$ cat src/rtl/rxs_pkg.sv
package rxs_pkg;

    localparam int DATA_W = 8;
    localparam int SYNC_W = 16;
    localparam int CRC_W  = 16;
    localparam int CNT_W  = $clog2(SYNC_W + 1);
    localparam int IDX_W  = $clog2(SYNC_W);

    typedef enum logic [1:0] {
        SM_SYNC6  = 2'd0,
        SM_SYNC8  = 2'd1,
        SM_SYNC16 = 2'd2,
        SM_RSVD   = 2'd3
    } sync_mode_e;

    typedef enum logic [1:0] {
        CK_DATA,
        CK_SYNC,
        CK_CRC,
        CK_FILL
    } chr_kind_e;

    typedef struct packed {
        chr_kind_e         kind;
        logic [CNT_W-1:0]  len;
        logic [SYNC_W-1:0] bits;
    } chr_t;

    function automatic logic [CNT_W-1:0] sync_len(sync_mode_e m);
        case (m)
            SM_SYNC6:  return CNT_W'(6);
            SM_SYNC16: return CNT_W'(16);
            default:   return CNT_W'(8);
        endcase
    endfunction

    function automatic logic [CNT_W-1:0] data_len(sync_mode_e m);
        return (m == SM_SYNC6) ? CNT_W'(6) : CNT_W'(DATA_W);
    endfunction

    function automatic logic [CRC_W-1:0] crc_bit(logic [CRC_W-1:0] c, logic b,
                                                 logic [CRC_W-1:0] poly);
        logic fb;
        fb = b ^ c[CRC_W-1];
        return {c[CRC_W-2:0], 1'b0} ^ (fb ? poly : '0);
    endfunction

endpackage

$ cat src/rtl/rxs_crc16.sv
module rxs_crc16
    import rxs_pkg::*;
#(
    parameter logic [CRC_W-1:0] POLY = 16'h8005
) (
    input  logic              clk,
    input  logic              rst,
    input  logic              absorb,
    input  logic              clear,
    input  logic [DATA_W-1:0] chr,
    input  logic [CNT_W-1:0]  nbits,
    output logic [CRC_W-1:0]  crc
);

    logic [CRC_W-1:0] acc;

    always_comb begin
        acc = crc;
        for (int i = 0; i < DATA_W; i++) begin
            if (CNT_W'(i) < nbits) acc = crc_bit(acc, chr[i], POLY);
        end
    end

    always_ff @(posedge clk) begin
        if (rst)         crc <= '0;
        else if (clear)  crc <= '0;
        else if (absorb) crc <= acc;
    end

endmodule

$ cat src/rtl/rxs_char_sel.sv
module rxs_char_sel
    import rxs_pkg::*;
(
    input  sync_mode_e        mode,
    input  logic              data_valid,
    input  logic              crc_pend,
    input  logic [DATA_W-1:0] data_in,
    input  logic [SYNC_W-1:0] sync_word,
    input  logic [CRC_W-1:0]  crc,
    output chr_t              nxt,
    output logic              take_data,
    output logic              take_crc
);

    logic [CNT_W-1:0]  dlen;
    logic [SYNC_W-1:0] dbits;
    logic [SYNC_W-1:0] cbits;

    always_comb begin
        dlen      = data_len(mode);
        take_data = data_valid;
        take_crc  = !data_valid && crc_pend;

        dbits = '0;
        for (int i = 0; i < DATA_W; i++) begin
            if (CNT_W'(i) < dlen) dbits[i] = data_in[i];
        end

        cbits = '0;
        for (int k = 0; k < CRC_W; k++) begin
            cbits[k] = crc[CRC_W-1-k];
        end

        if (take_data) begin
            nxt.kind = CK_DATA;
            nxt.len  = dlen;
            nxt.bits = dbits;
        end else if (take_crc) begin
            nxt.kind = CK_CRC;
            nxt.len  = CNT_W'(CRC_W);
            nxt.bits = cbits;
        end else begin
            nxt.kind = CK_SYNC;
            nxt.len  = sync_len(mode);
            nxt.bits = sync_word;
        end
    end

endmodule

$ cat src/rtl/rxs_arm.sv
module rxs_arm (
    input  logic clk,
    input  logic rst,
    input  logic waiting,
    input  logic rx_hunt,
    input  logic bit_en,
    input  logic rx_char_bnd,
    output logic fire
);

    logic hunt_q;
    logic left_hunt;

    always_ff @(posedge clk) begin
        if (rst) begin
            hunt_q    <= 1'b0;
            left_hunt <= 1'b0;
        end else begin
            hunt_q <= rx_hunt;
            if (!waiting || rx_hunt) left_hunt <= 1'b0;
            else if (hunt_q)         left_hunt <= 1'b1;
        end
    end

    assign fire = waiting && left_hunt && bit_en && rx_char_bnd;

endmodule

$ cat src/rtl/rxs_aligned_tx.sv
module rxs_aligned_tx
    import rxs_pkg::*;
#(
    parameter logic [CRC_W-1:0] CRC_POLY = 16'h8005
) (
    input  logic              clk,
    input  logic              rst,
    input  logic              bit_en,
    input  logic              tx_en,
    input  logic              brk_en,
    input  logic              loop_mode,
    input  logic              go_poll,
    input  logic [1:0]        sync_mode,
    input  logic [SYNC_W-1:0] sync_word,
    input  logic              crc_en,
    input  logic              data_valid,
    input  logic [DATA_W-1:0] data_in,
    input  logic              rx_hunt,
    input  logic              rx_char_bnd,
    output logic              data_ack,
    output logic              txd,
    output logic              tx_bnd,
    output logic              tx_active
);

    sync_mode_e        mode;
    chr_t              nxt;
    logic              take_data, take_crc;
    logic [CRC_W-1:0]  crc;

    logic              active_q, txd_q, bnd_q, ack_q, crc_pend;
    chr_kind_e         kind_q;
    logic [CNT_W-1:0]  len_q, pos_q;
    logic [SYNC_W-1:0] bits_q;

    logic              waiting, arm_fire, start_ok, pos_last, load_fire, cut;
    logic [IDX_W-1:0]  nxt_idx;
    logic [SYNC_W-1:0] eff_bits;

    assign mode = sync_mode_e'(sync_mode);

    rxs_char_sel u_sel (
        .mode       (mode),
        .data_valid (data_valid),
        .crc_pend   (crc_pend),
        .data_in    (data_in),
        .sync_word  (sync_word),
        .crc        (crc),
        .nxt        (nxt),
        .take_data  (take_data),
        .take_crc   (take_crc)
    );

    assign waiting = !active_q && tx_en && loop_mode && go_poll && (mode != SM_RSVD);

    rxs_arm u_arm (
        .clk         (clk),
        .rst         (rst),
        .waiting     (waiting),
        .rx_hunt     (rx_hunt),
        .bit_en      (bit_en),
        .rx_char_bnd (rx_char_bnd),
        .fire        (arm_fire)
    );

    assign start_ok  = loop_mode ? arm_fire : (tx_en && bit_en);
    assign pos_last  = (pos_q == len_q - 1'b1);
    assign load_fire = (!active_q && start_ok) ||
                       (active_q && bit_en && pos_last && tx_en);
    assign cut       = (kind_q == CK_CRC) && !tx_en;
    assign eff_bits  = cut ? sync_word : bits_q;
    assign nxt_idx   = pos_q[IDX_W-1:0] + 1'b1;

    rxs_crc16 #(.POLY(CRC_POLY)) u_crc (
        .clk    (clk),
        .rst    (rst),
        .absorb (load_fire && take_data),
        .clear  (load_fire && take_crc),
        .chr    (data_in),
        .nbits  (data_len(mode)),
        .crc    (crc)
    );

    always_ff @(posedge clk) begin
        if (rst) begin
            active_q <= 1'b0;
            txd_q    <= 1'b1;
            bnd_q    <= 1'b0;
            ack_q    <= 1'b0;
            crc_pend <= 1'b0;
            kind_q   <= CK_SYNC;
            len_q    <= '0;
            pos_q    <= '0;
            bits_q   <= '0;
        end else begin
            bnd_q <= 1'b0;
            ack_q <= 1'b0;
            if (load_fire) begin
                active_q <= 1'b1;
                kind_q   <= nxt.kind;
                len_q    <= nxt.len;
                bits_q   <= nxt.bits;
                pos_q    <= '0;
                txd_q    <= nxt.bits[0];
                ack_q    <= take_data;
                if (take_data)     crc_pend <= crc_pend | crc_en;
                else if (take_crc) crc_pend <= 1'b0;
            end else if (!active_q) begin
                txd_q <= !brk_en;
            end else if (bit_en) begin
                if (pos_last) begin
                    active_q <= 1'b0;
                    txd_q    <= !brk_en;
                end else begin
                    if (cut) begin
                        bits_q <= sync_word;
                        kind_q <= CK_FILL;
                    end
                    pos_q <= pos_q + 1'b1;
                    txd_q <= eff_bits[nxt_idx];
                    bnd_q <= (pos_q + 1'b1 == len_q - 1'b1);
                end
            end
        end
    end

    assign txd       = txd_q;
    assign tx_bnd    = bnd_q;
    assign data_ack  = ack_q;
    assign tx_active = active_q;

endmodule

$ cat config.mk
export PLATFORM = sky130hd
export DESIGN_NAME = rxs_aligned_tx
export DESIGN_NICKNAME = d
export VERILOG_FILES = /design/src/rtl/rxs_pkg.sv /design/src/rtl/rxs_crc16.sv /design/src/rtl/rxs_char_sel.sv /design/src/rtl/rxs_arm.sv /design/src/rtl/rxs_aligned_tx.sv
export SDC_FILE = /design/constraint.sdc
export NUM_CORES = 1
export LEC_CHECK = 0
export BUFFER_PORTS_ARGS = -buffer_cell sky130_fd_sc_hd__buf_2
export CORE_AREA = 2 2 118 74
export CTS_CLUSTER_DIAMETER = 60
export DETAILED_ROUTE_END_ITERATION = 8
export DIE_AREA = 0 0 120 76
export MAX_ROUTING_LAYER = met4
export SYNTH_ARGS = -nofsm -noshare
export SYNTH_HDL_FRONTEND = slang
export SYNTH_SLANG_ARGS = --single-unit
$ cat constraint.sdc
create_clock -name clk -period 2.4 [get_ports clk]
set_input_delay 0.48 -clock clk [delete_from_list [all_inputs] [get_ports clk]]
set_output_delay 0.48 -clock clk [all_outputs]
set_load 0.01 [all_outputs]
After elaboration in Yosys (flattened, before gate mapping)
Cells that the tools add are included.
{ "word_totals": {"reg_bits": 51, "in_bits": 37, "word_cells": 140} }
{ "classes": {"n_addsub": 3, "magnitude_cmp": 9, "eq_ne": 7, "n_mux": 51, "bitwise": 21, "n_reduce_logical": 37} }
{ "op_table": {"columns": ["operator", "count"], "rows": [
  ["$mux 16", 21],
  ["$xor 16x16->16", 8],
  ["$mux 23", 2],
  ["$mux 1", 20],
  ["$logic_and 1x1->1", 16],
  ["$lt 3x4->1 const A", 3],
  ["$eq 5x5->1", 2],
  ["$lt 1x5->1 const A", 2],
  ["$mux 2", 5],
  ["$pmux 5 s2", 1],
  ["$lt 2x4->1 const A", 2],
  ["$reduce_bool 2->1", 4],
  ["$reduce_or 2->1", 4],
  ["$xor 1x1->1", 8],
  ["$reduce_and 3->1", 2],
  ["$add 5x1->5 const B", 1],
  ["$logic_not 1->1", 5],
  ["$lt 3x5->1 const A", 1],
  ["$lt 4x5->1 const B", 1],
  ["$reduce_or 5->1", 1],
  ["$sub 5x1->5 const B", 1],
  ["$add 4x1->4 const B", 1],
  ["$bmux 1 s4", 1],
  ["$eq 2x2->1 const B", 2],
  ["other kinds (10)", 14]
]} }

Logic depth before layout (Yosys ltp)
{ "depth": {"word_depth": 32, "depth_mapped": 9, "mapped_depth_nobuf": 7} }

Cells and area by module
A second synthesis with hierarchy kept.
{ "unflattened": {"cells_unflattened": 662, "area_unflattened_um2": 5156.2} }
{ "modules_own_cells": {"columns": ["mod", "instances", "cells_per_inst", "area_per_inst_um2"], "rows": [
  ["rxs_crc16", 1, 350, 2543.7],
  ["rxs_aligned_tx", 1, 250, 2143.3],
  ["rxs_char_sel", 1, 56, 394.1],
  ["rxs_arm", 1, 6, 75.1]
]} }

Worst setup path after synthesis
OpenSTA, ideal clock, no wires.
{ "synth_path": {"kind": "register -> register", "startpoint": "register len_q[2]", "endpoint": "register bits_q[15]", "setup_ns": 0.079, "arrival_ns": 2.128, "required_ns": 2.321, "slack_ns": 0.192, "path_stages_with_launch": 10, "period_less_slack_ns": 2.208, "path_cell_list": "dfxtp_1 -> inv_1 -> ha_1 -> xnor2_1 -> o41a_1 -> buf_6 -> nor3_4 -> buf_6 -> nand3_1 -> a211oi_2"} }
{ "synth_between": {"elab_chain_len": 7, "word_cells_on_any_way": 10} }
{ "synth_lines": {"columns": ["item", "line", "source"], "rows": [
  ["start, declared", "rxs_aligned_tx.sv:33", "logic [CNT_W-1:0] len_q, pos_q;"],
  ["start signal, assigned", "rxs_aligned_tx.sv:101", "len_q <= nxt.len;"],
  ["$sub 5x1->5 (*)", "rxs_aligned_tx.sv:67", "assign pos_last = (pos_q == len_q - 1'b1);"],
  ["$eq 5x5->1 (*)", "rxs_aligned_tx.sv:67", null],
  ["$logic_and 1x1->1 (2 in a row)", "rxs_aligned_tx.sv:69", "(active_q && bit_en && pos_last && tx_en);"],
  ["$logic_or 1x1->1", "rxs_aligned_tx.sv:68", "assign load_fire = (!active_q && start_ok) ||"],
  ["$ne 2x1->1 (no line) or $reduce_bool 2->1 (tied branches)", null, null],
  ["$reduce_and 3->1 (no line)", null, null],
  ["end signal, assigned", "rxs_aligned_tx.sv:102", "bits_q <= nxt.bits;"],
  ["end signal, assigned", "rxs_aligned_tx.sv:116", "bits_q <= sync_word;"],
  ["end, declared", "rxs_aligned_tx.sv:34", "logic [SYNC_W-1:0] bits_q;"]
]} }
Every way passes the cells marked *; elsewhere a longest branch is shown, timed or not.
A chain may end at the register's enable or synchronous reset.

Worst setup path after layout
{ "layout_path": {"startpoint": "register len_q[2]", "endpoint": "register u_crc.crc[14]"} }
{ "layout_between": {"elab_chain_len": 7, "word_cells_on_any_way": 8} }
{ "layout_lines": {"columns": ["item", "line", "source"], "rows": [
  ["$sub 5x1->5 (*)", "rxs_aligned_tx.sv:67", null],
  ["$eq 5x5->1 (*)", "rxs_aligned_tx.sv:67", null],
  ["$logic_and 1x1->1 (*) (2 in a row)", "rxs_aligned_tx.sv:69", null],
  ["$logic_or 1x1->1 (*)", "rxs_aligned_tx.sv:68", null],
  ["$logic_and 1x1->1", "rxs_aligned_tx.sv:78", ".clear (load_fire && take_crc),"],
  ["$reduce_or 2->1 (no line)", null, null],
  ["end signal, assigned", "rxs_crc16.sv:25", "if (rst) crc <= '0;"],
  ["end signal, assigned", "rxs_crc16.sv:26", "else if (clear) crc <= '0;"],
  ["end signal, assigned", "rxs_crc16.sv:27", "else if (absorb) crc <= acc;"],
  ["end, declared", "rxs_crc16.sv:12", "output logic [CRC_W-1:0] crc"]
]} }
Marks and branches as above.

==> impl_metrics.csv <==
group,metric,value,unit
detailed_routing,via_per_inst,5.54,
grt,grt_pass1_vias,2634,
power,clockPowerShare,37.1,%
clock_tree,cts_buffer_depth,2,
critical_path,cp.arrival,2530,ps
grt,grt_max_degree,35,
clock_tree,cts_hold_buf,0,
clock_tree,cts_tree,"done",
detailed_routing,drt_pass1_iterations,5,
cells_and_area,fillers,787,
sta,hold_slack,439,ps
synthesis,synth.area.mux_share,16.0,%
detailed_routing,drc,0,
critical_path,path_cells,"inv_1 > ha_1 > xor3_2 > o41a_1 > buf_4 > nor4_4 > buf_12 > nor2_1 > a211oi_1",
run,cap_violations,0,
cells_and_area,nets,430,
detailed_routing,avgRoutedWirePerCell,18.3,um
detailed_routing,routed_wl,9250,um
placed_design,gp_congestion,0.926,
synthesis,seq_area_frac_synth,31.2,%
synthesis,synth_cell_types,58,
synthesis,yosys-top-cells-count,"dfxtp_1 (49), nand2_1 (31), mux2i_1 (30), nor2_1 (30), a21oi_1 (19)",
critical_path,cp.required,2610,ps
power,p_int,1620,uW
grt,overflow,0,
power,vdd_ir_drop_max,0.000249,V
die,die-width,120,um
sta,timing.fmax,431,MHz
sta,setup-violations-final,0,
critical_path,worst_setup_path_start_kind,"register",
critical_path,endpoint_kind,"register",
critical_path,reg2reg_slack,80,ps
die,start_util,38.4,%
placed_design,dp_slack,71.5,ps
power,power.switching,622,uW
detailed_routing,drt.antenna.violating_nets,0,
cells_and_area,syn_to_final_growth,20.8,%
sta,timing.final.ws_setup,81.3,ps
synthesis,syn_inst,338,
placed_design,dpl_cell_area,3570,um^2
critical_path,cpMaxStageDelayCell,"o41a_1",
cells_and_area,multi_input_area,2040,um^2
sta,fin_worst_skew,3.61,ps
grt,antenna_found_initial,0,
synthesis,yosys_warnings,0,
synthesis,synth_top_family_by_area,"compound AO/OA/AOI/OAI gates",
synthesis,synth_compound_area_share,20.6,%
worst_hold_path,hold_path.class,"in -> reg",
clock_tree,clock_latency,300,ps
synthesis,syn_nets,377,
cells_and_area,final_design_area_no_fill,3790,um^2
sta,relSlewSlack,50.9,%
sta,tightestPinTransition,737,ps
clock_tree,clkTransAtPathRegs,70,ps
sta,post-route-period-util,96.6,%
die,coreArea,8170,um^2
synthesis,yosys.area.top_type,"dfxtp_1",
die,ios,41,
synthesis,yosysTopAreaCellShare,31.2,%
critical_path,reg2reg_from,"len_q[2]$_SDFFE_PP0N_",
power,power_density,592,nW/um^2
clock_tree,h-tree-depth,2,
synthesis,synthFlopType,"dfxtp_1",
synthesis,synth_area_leaders,"dfxtp_1 (31%), mux2i_1 (9.6%), mux4_2 (5.0%), xnor2_1 (5.0%), nand2_1 (3.7%)",
cells_and_area,register_area,981,um^2
synthesis,synth_edf_count,0,
synthesis,synthAdderAreaFrac,0.797,%
placed_design,portBuffers,40,
synthesis,synth_seq_cells,49,
critical_path,path_class,"reg -> reg",
sta,finalHoldViolations,0,
synthesis,yosysMostFrequentCell,"dfxtp_1",
outcome,status,"completed",
sta,fin_crit,2320,ps
synthesis,synthXorXnorAreaFrac,10.8,%
clock_tree,cts_buffers,5,
worst_hold_path,min-delay-start,"rx_hunt",
critical_path,max_stage_delay,540,ps
detailed_routing,vias,2790,
synthesis,synth.avg_cell_area,9.29,um^2
power,p_total,2240,uW
grt,grt_use_total,21.5,%
grt,grt_pass1_wl,14700,um
sta,report.final.slew_viol_count,0,
critical_path,cp-startpoint,"len_q[2]$_SDFFE_PP0N_",
power,combPwrFrac,22.8,%
cells_and_area,fin_cells,504,
detailed_routing,drtIter0Drc,269,
cells_and_area,antenna_cells,0,
die,dieArea,9120,um^2
synthesis,synthArstFlopShare,0,%
placed_design,dp_hpwl,6890,um
synthesis,synthesis.area,3140,um^2
critical_path,crit_fanout,21,
critical_path,cp_num_buf_inv,3,
die,fp.dieH,76,um
placed_design,dp_cells,492,
die,num_rows,26,
clock_tree,root_buffer,"clkbuf_16",
power,power_switching_share,27.7,%
cells_and_area,drive_gt1_share,28.3,%
power,seq_power_share,40.1,%
synthesis,yosys.area_share.simple,16.1,%
clock_tree,clock-sinks,49,
critical_path,crit_family,"compound AO/OA/AOI/OAI gates",
power,p_leak,0.00145,uW
## cells in the final DEF, fill, tap and decap left out, types with 4 or more instances in the layout
master and count:
dfxtp_1 49, buf_2 40, nand2_1 31, nor2_1 30
mux2i_1 30, buf_4 26, a21oi_1 19, xnor2_1 17
a211oi_1 12, xor2_1 10, nand3_1 9, o21ai_0 8
o221a_2 7, nor3_1 7, mux4_2 7, inv_1 6
a211oi_2 5, clkbuf_16 5, mux2_2 4
## final cells by class
class / count / area share, %
Sequential cell: 49 / 25.9
Multi-Input combinational cell: 260 / 53.7
Clock inverter: 1 / 0.792
Tap cell: 112 / 3.70
Clock buffer: 7 / 3.76
Timing Repair Buffer: 68 / 11.5
Inverter: 7 / 0.693
## power groups by stage
stage                     logic, uW  registers, uW  clock network, uW
final                           512            900                832
after global routing            558            905                881
after CTS                       495            899                845
after detailed placement        490            917                  0
after floorplan                 344            903                  0
after global placement          486            916                  0
## worst reg2reg max path, stage by stage (launching register included)
cell and delay, ps:
dfxtp_1 340, inv_1 60, ha_1 190, xor3_2 270, o41a_1 540, buf_4 190, nor4_4 190, buf_12 200
nor2_1 60, a211oi_1 200
## metal layers
metal / GRT usage, % / up-vias / wire length (um)
met1: 33.1 / 1327 / 4630
li1: - / 1352 / -
met3: 4.94 / 8 / 767
met4: 5.29 / 0 / 87
met5: - / - / 0
met2: 27.7 / 103 / 3770
## cell families (layout without fill, tap and decap cells)
logic type	after synthesis	after routing
AND/OR/NAND/NOR	102	102
AO/OA/AOI/OAI	83	83
multiplexers	41	41
adder cells (fa/ha/maj)	2	2
flip-flops	49	49
buffers and inverters	29	83
XOR/XNOR	32	32
## repair_timing
item / in CTS / in global routing
setup buffers: 0 / 4
setup endpoints to repair: 0 / 25
resized for setup: 0 / 3
## final timing paths
| kind | endpoint | depth (start not counted) |
|---|---|---|
| min reg2reg | len_q[3]$_SDFFE_PP0N_ | 2 |
| max | u_crc.crc[14]$_SDFFE_PP0P_ | 9 |
| min | u_arm.hunt_q$_SDFF_PP0_ | 2 |
| max reg2reg | u_crc.crc[14]$_SDFFE_PP0P_ | 9 |
## stage by stage
stage / utilization (%) / TNS (ps)
2_1_floorplan: - / 0
3_3_place_gp: 43.7 / 0
3_5_place_dp: 43.7 / 0
4_1_cts: 45.9 / 0
5_1_grt: 46.4 / -37.9
6_report: 46.4 / 0
## state kept, by name, indices dropped and copies added, names as in the netlist
register	flops
u_arm.left_hunt	1
data_ack	1
tx_bnd	1
u_crc.crc	16
bits_q	16
len_q	3
crc_pend	1
u_arm.hunt_q	1
kind_q	2
tx_active	1
txd	1
pos_q	5
(Power assumes the default switching activity.)
